[config.mk]
export PLATFORM = sky130hd
export DESIGN_NAME = sdh_evt_unit
export DESIGN_NICKNAME = d
export VERILOG_FILES = /design/src/rtl/sdh_evt_pkg.sv /design/src/rtl/sdh_evt_sync.sv /design/src/rtl/sdh_evt_edge.sv /design/src/rtl/sdh_evt_sticky.sv /design/src/rtl/sdh_evt_unit.sv
export SDC_FILE = /design/constraint.sdc
export NUM_CORES = 1
export LEC_CHECK = 0
export ABC_AREA = 1
export BUFFER_PORTS_ARGS = -buffer_cell sky130_fd_sc_hd__buf_2
export CORE_ASPECT_RATIO = 0.75
export CORE_MARGIN = 3
export CORE_UTILIZATION = 44
export CTS_CLUSTER_DIAMETER = 150
export DETAILED_ROUTE_END_ITERATION = 10
export PLACE_DENSITY = 0.8
export SYNTH_ARGS = -nofsm -noshare
export SYNTH_HDL_FRONTEND = slang
export SYNTH_SLANG_ARGS = --single-unit
[constraint.sdc]
create_clock -name clk_i -period 1 [get_ports clk_i]
set_clock_uncertainty 0.1 [all_clocks]
set_input_delay 0.05 -clock clk_i [delete_from_list [all_inputs] [get_ports clk_i]]
set_output_delay 0.05 -clock clk_i [all_outputs]
set_load 0.01 [all_outputs]
[src/rtl/sdh_evt_pkg.sv]
package sdh_evt_pkg;
  localparam int EXT_EVT_W = 10;          // externally strobed events
  localparam int STICKY_W  = 11;          // plus card change
  localparam int CHG_BIT   = 10;
  localparam int CD_BIT    = 11;
  localparam int WP_BIT    = 12;
  localparam int STAT_WA   = 10;
  localparam int CLR_WA    = 11;
  localparam int MASK_WA   = 12;
endpackage

[src/rtl/sdh_evt_sync.sv]
module sdh_evt_sync #(
  parameter int W = 2
) (
  input  logic         clk_i,
  input  logic         rst_ni,
  input  logic [W-1:0] d_i,
  output logic [W-1:0] q_o
);
  logic [W-1:0] meta_q, sync_q;

  always_ff @(posedge clk_i or negedge rst_ni) begin
    if (!rst_ni) begin
      meta_q <= '0;
      sync_q <= '0;
    end else begin
      meta_q <= d_i;
      sync_q <= meta_q;
    end
  end

  assign q_o = sync_q;
endmodule

[src/rtl/sdh_evt_edge.sv]
module sdh_evt_edge (
  input  logic clk_i,
  input  logic rst_ni,
  input  logic lvl_i,
  output logic chg_o
);
  logic prev_q;

  always_ff @(posedge clk_i or negedge rst_ni) begin
    if (!rst_ni) prev_q <= 1'b0;
    else         prev_q <= lvl_i;
  end

  assign chg_o = lvl_i ^ prev_q;
endmodule

[src/rtl/sdh_evt_sticky.sv]
module sdh_evt_sticky #(
  parameter int N = 11
) (
  input  logic         clk_i,
  input  logic         rst_ni,
  input  logic [N-1:0] set_i,
  input  logic [N-1:0] clr_i,
  output logic [N-1:0] q_o
);
  for (genvar k = 0; k < N; k++) begin : g_bit
    logic bit_q;
    always_ff @(posedge clk_i or negedge rst_ni) begin
      if (!rst_ni)       bit_q <= 1'b0;
      else if (set_i[k]) bit_q <= 1'b1;   // set has priority
      else if (clr_i[k]) bit_q <= 1'b0;
    end
    assign q_o[k] = bit_q;

    AST_SET_WINS: assert property (@(posedge clk_i) disable iff (!rst_ni)
      set_i[k] |=> q_o[k]);
    AST_CLR_ONES: assert property (@(posedge clk_i) disable iff (!rst_ni)
      (clr_i[k] && !set_i[k]) |=> !q_o[k]);
    AST_ROSE_CAUSE: assert property (@(posedge clk_i) disable iff (!rst_ni)
      $rose(q_o[k]) |-> $past(set_i[k]));
  end
endmodule

[src/rtl/sdh_evt_unit.sv]
module sdh_evt_unit
  import sdh_evt_pkg::*;
#(
  parameter int ADDR_W = 5,
  parameter int DATA_W = 32
) (
  input  logic              clk_i,
  input  logic              rst_ni,
  input  logic              we_i,
  input  logic [ADDR_W-1:0] addr_i,
  input  logic [DATA_W-1:0] wdata_i,
  output logic [DATA_W-1:0] rdata_o,
  input  logic [EXT_EVT_W-1:0] evt_i,
  input  logic              card_absent_i,
  input  logic              wr_prot_i,
  output logic              irq_o
);
  logic [1:0]          lvl_s;
  logic                cd_s, wp_s, cd_chg;
  logic [STICKY_W-1:0] sticky, set_v, clr_v, mask_q;
  logic                irq_q;
  logic                clr_hit, mask_hit;
  logic [DATA_W-1:0]   stat_w;
  logic                wdata_unused;

  assign wdata_unused = ^wdata_i[DATA_W-1:STICKY_W];

  sdh_evt_sync #(.W(2)) u_sync (
    .clk_i (clk_i),
    .rst_ni(rst_ni),
    .d_i   ({wr_prot_i, card_absent_i}),
    .q_o   (lvl_s)
  );
  assign cd_s = lvl_s[0];
  assign wp_s = lvl_s[1];

  sdh_evt_edge u_edge (
    .clk_i (clk_i),
    .rst_ni(rst_ni),
    .lvl_i (cd_s),
    .chg_o (cd_chg)
  );

  assign clr_hit  = we_i && (addr_i == ADDR_W'(CLR_WA));
  assign mask_hit = we_i && (addr_i == ADDR_W'(MASK_WA));
  assign set_v    = {cd_chg, evt_i};
  assign clr_v    = clr_hit ? wdata_i[STICKY_W-1:0] : '0;

  sdh_evt_sticky #(.N(STICKY_W)) u_sticky (
    .clk_i (clk_i),
    .rst_ni(rst_ni),
    .set_i (set_v),
    .clr_i (clr_v),
    .q_o   (sticky)
  );

  always_ff @(posedge clk_i or negedge rst_ni) begin
    if (!rst_ni) begin
      mask_q <= '0;
      irq_q  <= 1'b0;
    end else begin
      if (mask_hit) mask_q <= wdata_i[STICKY_W-1:0];
      irq_q <= |(sticky & mask_q);
    end
  end
  assign irq_o = irq_q;

  always_comb begin
    stat_w                 = '0;
    stat_w[STICKY_W-1:0]   = sticky;
    stat_w[CD_BIT]         = cd_s;
    stat_w[WP_BIT]         = wp_s;
  end

  always_comb begin
    rdata_o = '0;
    if (addr_i == ADDR_W'(STAT_WA))      rdata_o = stat_w;
    else if (addr_i == ADDR_W'(MASK_WA)) rdata_o[STICKY_W-1:0] = mask_q;
  end

  AST_IRQ_TRACK: assert property (@(posedge clk_i) disable iff (!rst_ni)
    1'b1 |=> irq_o == $past(|(sticky & mask_q)));
  AST_MASK_HOLD: assert property (@(posedge clk_i) disable iff (!rst_ni)
    !mask_hit |=> $stable(mask_q));
  AST_CD_CHANGE: assert property (@(posedge clk_i) disable iff (!rst_ni)
    (cd_s != $past(cd_s)) |-> sticky[CHG_BIT] || cd_chg);
  AST_CHG_SETS: assert property (@(posedge clk_i) disable iff (!rst_ni)
    cd_chg |=> sticky[CHG_BIT]);
endmodule

======== After elaboration in Yosys (flattened, before gate mapping) ========
Index checks and enable logic that the tools add are counted.
W data, S select, Z words.
storage, ports and cells
  bits in registers ....................... 28
  input port bits ......................... 52
  output and inout port bits .............. 33
  word-level logic and storage cells ...... 61
cells by class
  eq/ne operators ......................... 3
  multiplexer cells ....................... 26
  bitwise logic cells ..................... 2
  reductions and logical operators ........ 14
operators with widths
  cell                  number
  $mux W11              3
  $mux W1               22
  $reduce_bool A2 Y1    11
  $eq A5 B4 Y1 const B  3
  $and A11 B11 Y11      1
  $reduce_or A11 Y1     1
  $logic_and A1 B1 Y1   2
  $mux W2               1
  $xor A1 B1 Y1         1

======== Logic depth before layout (Yosys ltp) ========
Gate-level depths: netlist (run 1).
  word-level depth ........................ 5
  gate-level depth with buffers ........... 7

======== Hierarchy ========
A second synthesis (run 1) with hierarchy kept.
unflattened totals
  cells, all modules ...................... 239
  area, all modules ....................... 1,739.2 um2
modules (own cells, without submodules)
  module          times used  cells an instance  area each (um2)  seq. area each (um2)
  sdh_evt_unit    1           163                1,072.3          300.3
  sdh_evt_sticky  1           66                 523.0            275.3
  sdh_evt_sync    1           4                  100.1            100.1
  sdh_evt_edge    1           6                  43.8             25.0

======== Worst setup path after synthesis (run 1) ========
Ideal clock, no wire load.
  kind .................................... flip-flop to flip-flop
  from .................................... register u_sticky.g_bit[9].bit_q
  to ...................................... register irq_q (netlist: irq_o)
  arrival time ............................ 0.649 ns
  data required time ...................... 0.781 ns
  slack ................................... 0.132 ns
  cell stages (with the launch flop) ...... 5
  path buffers ............................ 0
  clock period less this slack ............ 0.868 ns
  cell sequence ........................... dfrtp_1 > nand2_1 > nand3_1 > a21oi_1 > nand2_1
on the way
  cells in the longest elaborated chain, start to end .. 2
ends and longest elaborated chain
  what                      line                  source
  start: declaration        sdh_evt_sticky.sv:11  logic bit_q;
  start signal: assignment  sdh_evt_sticky.sv:13  if (!rst_ni) bit_q <= 1'b0;
  start signal: assignment  sdh_evt_sticky.sv:14  else if (set_i[k]) bit_q <= 1'b1;
  start signal: assignment  sdh_evt_sticky.sv:15  else if (clr_i[k]) bit_q <= 1'b0;
  $and A11 B11 Y11          sdh_evt_unit.sv:63    irq_q <= |(sticky & mask_q);
  $reduce_or A11 Y1         sdh_evt_unit.sv:63
  end signal: assignment    sdh_evt_unit.sv:63
  end: declaration          sdh_evt_unit.sv:21    logic irq_q;
Every way passes these cells.
A chain may end at the register's enable or synchronous reset.

======== Worst setup path after layout (run 1) ========
  from .................................... register mask_q[10]
  to ...................................... output rdata_o[10]
on the way
  cells in the longest elaborated chain, start to end .. 2
ends and longest elaborated chain
  what                      line                source
  start: declaration        sdh_evt_unit.sv:20  logic [STICKY_W-1:0] sticky, set_v, clr_v, mask_q;
  start signal: assignment  sdh_evt_unit.sv:62  if (mask_hit) mask_q <= wdata_i[STICKY_W-1:0];
  $mux W11                  sdh_evt_unit.sv:78  else if (addr_i == ADDR_W'(MASK_WA)) rdata_o[STICKY_W-1:0] = mask_q;
  $mux W11                  sdh_evt_unit.sv:77  if (addr_i == ADDR_W'(STAT_WA)) rdata_o = stat_w;
  end: declaration          sdh_evt_unit.sv:12  output logic [DATA_W-1:0] rdata_o,
Every way passes these cells.

==> impl_table.tex, run 1 <==
\begin{tabular}{lr}
\hline
Metric & Value \\
\hline
\multicolumn{2}{l}{\textbf{Yosys}} \\
Portion of the post-synthesis area used by sequential elements & 0.4601 \\
Post-synthesis instance area & 1523 um2 \\
Synthesized instance count & 200 \\
Count of distinct cell types in the synthesized netlist & 13 \\
Mean area per synthesized cell & approximately 7.6 um2 \\
Total of flip-flops plus latches after synthesis & 28 \\
Yosys Warn Count & 0 \\
\multicolumn{2}{l}{\textbf{CTS}} \\
CTS tree & yes \\
Maximum buffer depth of the clock tree & 2 \\
CTS buffer count & 3 \\
Htree depth & 1 \\
Number of clock sinks & 28 \\
Clock latency on the worst-skew pair & about 0.28 ns \\
Clock Pin Slew Worst Setup and Hold Paths & roughly 0.1 ns \\
CTS Root Cell & clkbuf\_8 \\
\multicolumn{2}{l}{\textbf{STA}} \\
Total count of hold-check failures in the final report & 0 \\
Unrepaired setup endpoints after global routing & true \\
Final setup violating endpoints & 13 \\
Min cycle time layout & about 1.2 ns \\
Fmax & approximately 0.82 GHz \\
Final setup slack of the worst path & -0.2164 ns \\
Setup TNS & -1.356 ns \\
Count of final max-slew check failures & 0 \\
Post-route clock period utilization & 1.216 \\
Worst Hold Slack & roughly 0.13 ns \\
\multicolumn{2}{l}{\textbf{Finish}} \\
Commonest non-fill, non-tap cells in the layout & nand2\_1 (63), buf\_2 (43), buf\_4 (31), dfrtp\_1 (28), nand3\_1 (27) \\
Layout Area Growth over Synthesis & 53.16\% \\
Multi-input gate area & between 700 and 800 um2 \\
Nets@finish & approximately 350 \\
Share of post-route cells with drive strength above 1 & 0.3557 \\
Final-layout fill cell count & $\sim$220 \\
Register area & between 700 and 800 um2 \\
Diode count & 0 \\
Most common library cell in the layout ignoring fill and taps & nand2\_1 \\
\multicolumn{2}{l}{\textbf{Worst setup path}} \\
Critical Path, Cell by Cell & buf\_6, nand3\_2, nand2\_1, buf\_2 \\
Critical Setup Path Class & reg2out \\
R2r worst-path depth & 5 \\
CP delay by family, top & flip-flops \\
Critical path depth & 4 \\
Critical-path top delay cell & dfrtp\_1 \\
Startpoint Class & flop \\
Worst setup EP type & primary output \\
Buffering stage count on the worst path with inverters included & 2 \\
Delay contributed by the slowest stage of the critical path & just over 0.4 ns \\
Maximum fanout count along the critical path & 2 \\
Data required, critical path & around 0.85 ns \\
Data arrival time at the worst-slack endpoint & around 1.1 ns \\
\multicolumn{2}{l}{\textbf{Routing}} \\
Routed via count divided by cell count & $\sim$4.8 \\
Total wire length & between 4000 and 5000 um \\
Detailed-routing iteration count for the pre-antenna-repair pass & 4 \\
Residual DRC count & 0 \\
Number of vias in the routed layout & approximately 1,600 \\
Post-DRT Antenna Nets & 0 \\
Detailed-route wire length per cell & 12.76 um \\
Initial DRC Count & about 150 \\
\multicolumn{2}{l}{\textbf{Hold path}} \\
Tightest Hold Check Type & in2reg \\
Instance count along the most critical hold path & 4 \\
\multicolumn{2}{l}{\textbf{GRT}} \\
Number of global-route vias before repair & approximately 1,500 \\
First-pass GRT wire length & between 6000 and 7000 um \\
GRT Overall Usage & 0.2059 \\
Antenna violations before repair & 0 \\
Sum of overflow across all layers after global routing & 0 \\
Largest net degree at the start of global routing & 29 \\
\multicolumn{2}{l}{\textbf{Power}} \\
Leak Pwr & approximately 1.3 nW \\
Pwr per Cell Area & 1159 nW/um2 \\
Max IR drop VDD & approximately 0.89 mV \\
\multicolumn{2}{l}{\textbf{Place}} \\
Detailed placer's ending HPWL & between 2000 and 3000 um \\
Global placer's final weighted congestion & $\sim$0.81 \\
Port-buffer cells & 44 \\
\multicolumn{2}{l}{\textbf{Floorplanning}} \\
Starting density of the core & 0.4870 \\
Die X & 73.93 um \\
Standard-cell rows & 17 \\
Core ar. & roughly 3100 um2 \\
I/O pin count & 85 \\
Total Die Area & 4210 um2 \\
Die H & 56.95 um \\
\multicolumn{2}{l}{\textbf{Flow run}} \\
Maximum Capacitance Violations & 0 \\
\multicolumn{2}{l}{\textbf{Status}} \\
Violated checks & setup timing \\
Result of the run & finished, violations left \\
\hline
\end{tabular}
-- cells by family (layout without fill, tap and decap cells) --
| family | count (synthesis) | after routing | synth area share |
|---|---|---|---|
| other cells | 1 | 19 | 0.002463 |
| buf+inv | 43 | 123 | 0.1635 |
| compound gates | 1 | 1 | 0.003284 |
| xor+xnor | 1 | 1 | 0.005753 |
| simple gates | 126 | 126 | 0.3648 |
| flops | 28 | 28 | 0.4601 |
-- what timing repair did --
item	4_1_cts	5_1_grt
buffers inserted	18	2
hold buffers	24	0
setup endpoints to repair	13	14
gates cloned	1	0
hold endpoints to repair	52	0
resized for setup	12	13
pin swaps	13	11
-- worst paths after layout --
check                                             start                 endpoint  slack (ns)
max in group asynchronous                        rst_ni            u_edge.prev_q        0.33
worst max-delay path                         mask_q[10]              rdata_o[10]       -0.22
worst min register to register         u_sync.meta_q[0]            u_sync.q_o[0]        0.26
min in group asynchronous                        rst_ni  u_sticky.g_bit[2].bit_q        0.19
worst max register to register  u_sticky.g_bit[7].bit_q                    irq_o       -0.07
worst min-delay path                               we_i                mask_q[3]        0.13
-- state kept, by name (all words and copies together) (netlist names) --
register / flops
mask_q: 11
u_sticky.g_bit.bit_q: 11
u_sync.meta_q: 2
u_sync.q_o: 2
irq_o: 1
u_edge.prev_q: 1
-- cell usage after synthesis --
cell type  number  area share
nand3_1        36        0.12
clkbuf_1        1      0.0025
nor2_2          3       0.012
nand2_1        70        0.17
a21oi_1         1      0.0033
xnor2_1         1      0.0058
nor2_1          5       0.012
dfrtp_1        28        0.46
buf_2           7       0.023
inv_1          14       0.035
buf_4          21        0.10
nand4_1        12       0.049
conb_1          1      0.0025
-- worst reg2reg max path: stages (launching register included) --
cell	delay [ns]
dfrtp_1	0.42
buf_4	0.15
nand2_2	0.06
nand3_2	0.07
a21oi_2	0.12
nand2_1	0.06
-- final cells by class --
type	instances	share of cell area
Timing Repair Buffer	105	0.3289
Clock buffer	4	0.02361
Tap cell	38	0.02039
Sequential cell	28	0.3004
Multi-Input combinational cell	147	0.3042
Inverter	14	0.02253
-- power breakdown --
| group | switching (mW) | internal [mW] |
|---|---|---|
| sequential | 0.0624 | 1.23 |
| clock | 0.352 | 0.353 |
| combinational | 0.351 | 0.351 |
| total | 0.765 | 1.94 |
-- metrics by stage --
stage / cell area (um2) / setup WS (ns) / std cells / power (mW) / utilization
after floorplan: 1590 / 0.1322 / 218 / 1.615 / -
after global placement: 1782 / 0.02232 / 287 / 1.753 / 0.5698
after detailed placement: 1782 / -0.003812 / 287 / 1.766 / 0.5698
after CTS: 2267 / -0.1943 / 334 / 2.642 / 0.7251
after global routing: 2332 / -0.2597 / 336 / 2.827 / 0.7459
final: 2332 / -0.2164 / 336 / 2.703 / 0.7459
-- routing by layer --
layer	track usage	share of wire
met1	0.2746	0.41
met2	0.3447	0.51
met4	0.03618	0.011
met3	0.04930	0.065
met5	0	0
Note: power is estimated with default switching activity, not from simulation.
==> run 2, diff against run 1 <==
CORE_UTILIZATION = 46   (was 44)
SYNTH_HIERARCHICAL = 1   (was not set)
==> run 2 against run 1 <==
  * The flow still finishes with violations (setup timing)
  * Highest routed layer unchanged
  * Sequential power barely moved
  * Largest cell class unchanged
  * Sequential cell count did not move
  * Largest power group unchanged
  * Routed wire length rose by 2.6%
  * Critical path type unchanged
  * First-iteration DRC count fell by 50%
  * Total power rose by 4.5%
  * Clock power rose by 26%
  * Cell count rose by 13%
  * Global-route usage fell by 0.29 points
  * Area after synthesis rose by 14%
  * Combinational power fell by 8.3%
==> impl_table.tex, run 2 <==
\begin{tabular}{lr}
\hline
Metric & Value \\
\hline
\multicolumn{2}{l}{\textbf{Floorplanning}} \\
I/O pin count & 85 (unchanged) \\
Core ar. & 3446 um2 (+10\%) \\
Die H & 59.25 um (+4.0\%) \\
Total Die Area & 4562 um2 (+8.4\%) \\
Die X & 77 um (+4.2\%) \\
Starting density of the core & 0.5047 (+0.01773) \\
Standard-cell rows & 18 (+1) \\
\multicolumn{2}{l}{\textbf{CTS}} \\
Htree depth & 1 (unchanged) \\
CTS tree & yes \\
Clock latency on the worst-skew pair & 0.27 ns (about the same) \\
Number of clock sinks & 28 (unchanged) \\
Maximum buffer depth of the clock tree & 2 (unchanged) \\
Clock Pin Slew Worst Setup and Hold Paths & 0.10 ns (about the same) \\
CTS Root Cell & clkbuf\_8 \\
CTS buffer count & 3 (unchanged) \\
\multicolumn{2}{l}{\textbf{Routing}} \\
Met2 layer wire length in the routed design & 2289 um (+4.5\%) \\
Detailed-route wire length per cell & 11.64 um (-8.8\%) \\
Uppermost signal routing layer after detailed routing & met4 \\
Number of vias in the routed layout & 1,665 (+3.0\%) \\
Residual DRC count & 0 (unchanged) \\
Post-DRT Antenna Nets & 0 (unchanged) \\
Detailed-routing iteration count for the pre-antenna-repair pass & 4 (unchanged) \\
Sum of routed wire segments on met1 & 1713 um (-3.2\%) \\
Total wire length & 4401 um (+2.6\%) \\
Routed length on met3 & 298 um (+7.6\%) \\
Initial DRC Count & 76 (-50\%) \\
Routed via count divided by cell count & 4.405 (-8.4\%) \\
\multicolumn{2}{l}{\textbf{STA}} \\
Final setup slack of the worst path & -0.1397 ns (+0.07671 ns) \\
Min cycle time layout & 1.140 ns (-0.07671 ns) \\
Count of final max-slew check failures & 0 (unchanged) \\
Setup TNS & -1.069 ns (+0.2870 ns) \\
Worst Hold Slack & 0.1203 ns (-0.01122 ns) \\
Final setup violating endpoints & 13 (unchanged) \\
Post-route clock period utilization & 1.140 (-0.07671) \\
Unrepaired setup endpoints after global routing & true \\
Total count of hold-check failures in the final report & 0 (unchanged) \\
Fmax & 0.8775 GHz (+6.7\%) \\
\multicolumn{2}{l}{\textbf{Status}} \\
Violated checks & setup timing \\
Result of the run & finished, violations left \\
\multicolumn{2}{l}{\textbf{Place}} \\
Dpl cells & 325 (+13\%) \\
Detailed placer's ending HPWL & 2654 um (+2.4\%) \\
Post-place setup slack & -0.1110 ns (-0.1072 ns) \\
Area after DPL & 1903 um2 (+6.8\%) \\
Port-buffer cells & 44 (unchanged) \\
Global placer's final weighted congestion & 0.7614 (-6.3\%) \\
\multicolumn{2}{l}{\textbf{Finish}} \\
Share of post-route cells with drive strength above 1 & 0.3140 (-0.04168) \\
Final-layout fill cell count & 280 (+26\%) \\
Post-layout instance count excluding filler cells & 378 (+13\%) \\
Registers with the most flip-flops & mask\_q x11, u\_sticky/g\_bit.bit\_q x11 \\
Most common library cell in the layout ignoring fill and taps & nand2\_1 \\
Nets@finish & 381 (+8.5\%) \\
Commonest non-fill, non-tap cells in the layout & nand2\_1 (72), inv\_1 (49), buf\_2 (42), buf\_4 (33), dfrtp\_1 (28) \\
Utilization after layout & 0.7081 (-0.03784) \\
Post-route cell area & 2440 um2 (+4.6\%) \\
Diode count & 0 (unchanged) \\
Layout Area Growth over Synthesis & 40.29\% \\
\multicolumn{2}{l}{\textbf{Hold path}} \\
Instance count along the most critical hold path & 4 (unchanged) \\
Hold path startpoint & we\_i \\
Tightest Hold Check Type & in2reg \\
Hold worst-path end & mask\_q[9] \\
\multicolumn{2}{l}{\textbf{Yosys}} \\
Portion of the post-synthesis area used by sequential elements & 0.4029 (-0.05727) \\
Largest area contributor in the netlist & dfrtp\_1 \\
Dominant cells by area after synthesis & dfrtp\_1 (40\%), nand2\_1 (16\%), buf\_4 (13\%) \\
Most used standard cells in the synthesized netlist & nand2\_1 (72), inv\_1 (53), buf\_4 (30), dfrtp\_1 (28), nor2\_1 (16) \\
Fraction of synthesized cell area taken by the top area cell type & 0.4029 (-0.05727) \\
Post-synth EDFFs & 0 (unchanged) \\
Total of flip-flops plus latches after synthesis & 28 (unchanged) \\
Count of distinct cell types in the synthesized netlist & 16 (+3) \\
Yosys Warn Count & 6 (+6) \\
Mean area per synthesized cell & 7.277 um2 (-4.4\%) \\
Post-synth ARST share & 1.000 (unchanged) \\
Most instantiated flip-flop cell in the synthesis netlist & dfrtp\_1 \\
Post-synthesis instance area & 1739 um2 (+14\%) \\
Synthesized instance count & 239 (+20\%) \\
Most frequent cell after synthesis & nand2\_1 \\
\multicolumn{2}{l}{\textbf{GRT}} \\
Sum of overflow across all layers after global routing & 0 (unchanged) \\
First-pass GRT wire length & 7293 um (+6.9\%) \\
Number of global-route vias before repair & 1,615 (+7.2\%) \\
Largest net degree at the start of global routing & 29 (unchanged) \\
GRT Overall Usage & 0.2031 (-0.002869) \\
Antenna violations before repair & 0 (unchanged) \\
\multicolumn{2}{l}{\textbf{Power}} \\
Leak Pwr & 1.469 nW (+15\%) \\
Part of the power in combinational logic & 0.228 (-0.032) \\
Overall power & 2.823 mW (+4.5\%) \\
Part of the total power dissipated in the clock network & 0.315 (+0.054) \\
NetSw & 0.7303 mW (-4.6\%) \\
Internal power consumption & 2.093 mW (+8.0\%) \\
Pwr per Cell Area & 1157 nW/um2 (-0.14\%) \\
Switching Fraction & 0.2587 (-0.02453) \\
Max IR drop VDD & 1.262 mV (+41\%) \\
Sequential Power Share & 0.457 (-0.023) \\
\multicolumn{2}{l}{\textbf{Worst setup path}} \\
Data required, critical path & 0.85 ns (about the same) \\
Startpoint Class & flop \\
Data arrival time at the worst-slack endpoint & 0.99 ns (-0.08 ns) \\
Worst setup EP type & primary output \\
R2r worst-path depth & 5 (unchanged) \\
Maximum fanout count along the critical path & 2 (unchanged) \\
Capture point of the worst reg-to-reg path & irq\_o \\
Critical Setup Path Class & reg2out \\
Register-to-register setup slack & -0.09 ns (-0.02 ns) \\
Reg2Reg Launch Point & u\_sticky/g\_bit[7].bit\_q \\
\multicolumn{2}{l}{\textbf{Flow run}} \\
Maximum Capacitance Violations & 0 (unchanged) \\
\hline
\end{tabular}
run 2: changes by cell type after synthesis, sizes merged:
cell / before / now
clkbuf: 1 / 0
a21oi: 1 / 0
nand3: 36 / 16
xnor2: 1 / 0
nor2: 8 / 19
o21ai: 0 / 11
nand2: 70 / 72
inv: 14 / 54
buf: 28 / 36
nand4: 12 / 2
run 2: timing repair:
action | 4_1_cts | 5_1_grt
hold endpoints to repair | 51 | 0
pin swaps | 21 | 4
setup endpoints to repair | 13 | 15
resized for setup | 5 | 9
hold buffers | 24 | 0
setup buffers | 24 | 2
run 2: how the worst max path moves through the flow:
stage / to / depth (start not counted) / startpoint / slack [ns]
floorplan: irq_o / 5 / u_sticky/g_bit[1].bit_q / 0.05
global placement: rdata_o[0] / 8 / addr_i[0] / -0.05
detailed placement: u_sticky/g_bit[2].bit_q / 9 / addr_i[1] / -0.11
CTS: rdata_o[7] / 3 / u_sticky/g_bit[7].bit_q / -0.13
global route: rdata_o[1] / 3 / u_sticky/g_bit[1].bit_q / -0.17
finish: rdata_o[1] / 3 / u_sticky/g_bit[1].bit_q / -0.14
run 2: per-layer routing:
layer	vias up	track usage
li1	822	-
met1	770	0.2469
met2	60	0.3635
met3	13	0.04863
met4	0	0.06345
met5	-	0
run 2: cells by family (layout without fill, tap and decap cells):
| group | after synthesis | after routing | share of synthesized area |
|---|---|---|---|
| AND/OR/NAND/NOR | 109 | 109 | 0.2626 |
| flip-flops | 28 | 28 | 0.4029 |
| buffers and inverters | 90 | 161 | 0.2813 |
| other | 1 | 19 | 0.002156 |
| AO/OA/AOI/OAI | 11 | 11 | 0.05108 |
run 2: worst max-delay path, stage by stage (launching register included):
cell and delay [ns]:
dfrtp_1 0.41, inv_2 0.05, o21ai_2 0.11, buf_2 0.15
run 2: layout make-up:
type / instances / area (um2) / area share
Clock inverter: 1 / 30.03 / 0.01231
Inverter: 54 / 202.7 / 0.08308
Sequential cell: 28 / 700.7 / 0.2872
Tap cell: 50 / 62.56 / 0.02564
Clock buffer: 3 / 41.29 / 0.01692
Multi-Input combinational cell: 139 / 641.9 / 0.2631
Timing Repair Buffer: 103 / 760.7 / 0.3118
run 2: power by group through the flow:
stage,Clock (mW),Sequential (mW),Combinational (mW)
floorplan,0,1.31,0.298
global placement,0,1.32,0.385
detailed placement,0,1.32,0.401
CTS,0.886,1.28,0.607
global route,0.957,1.30,0.721
finish,0.890,1.29,0.644
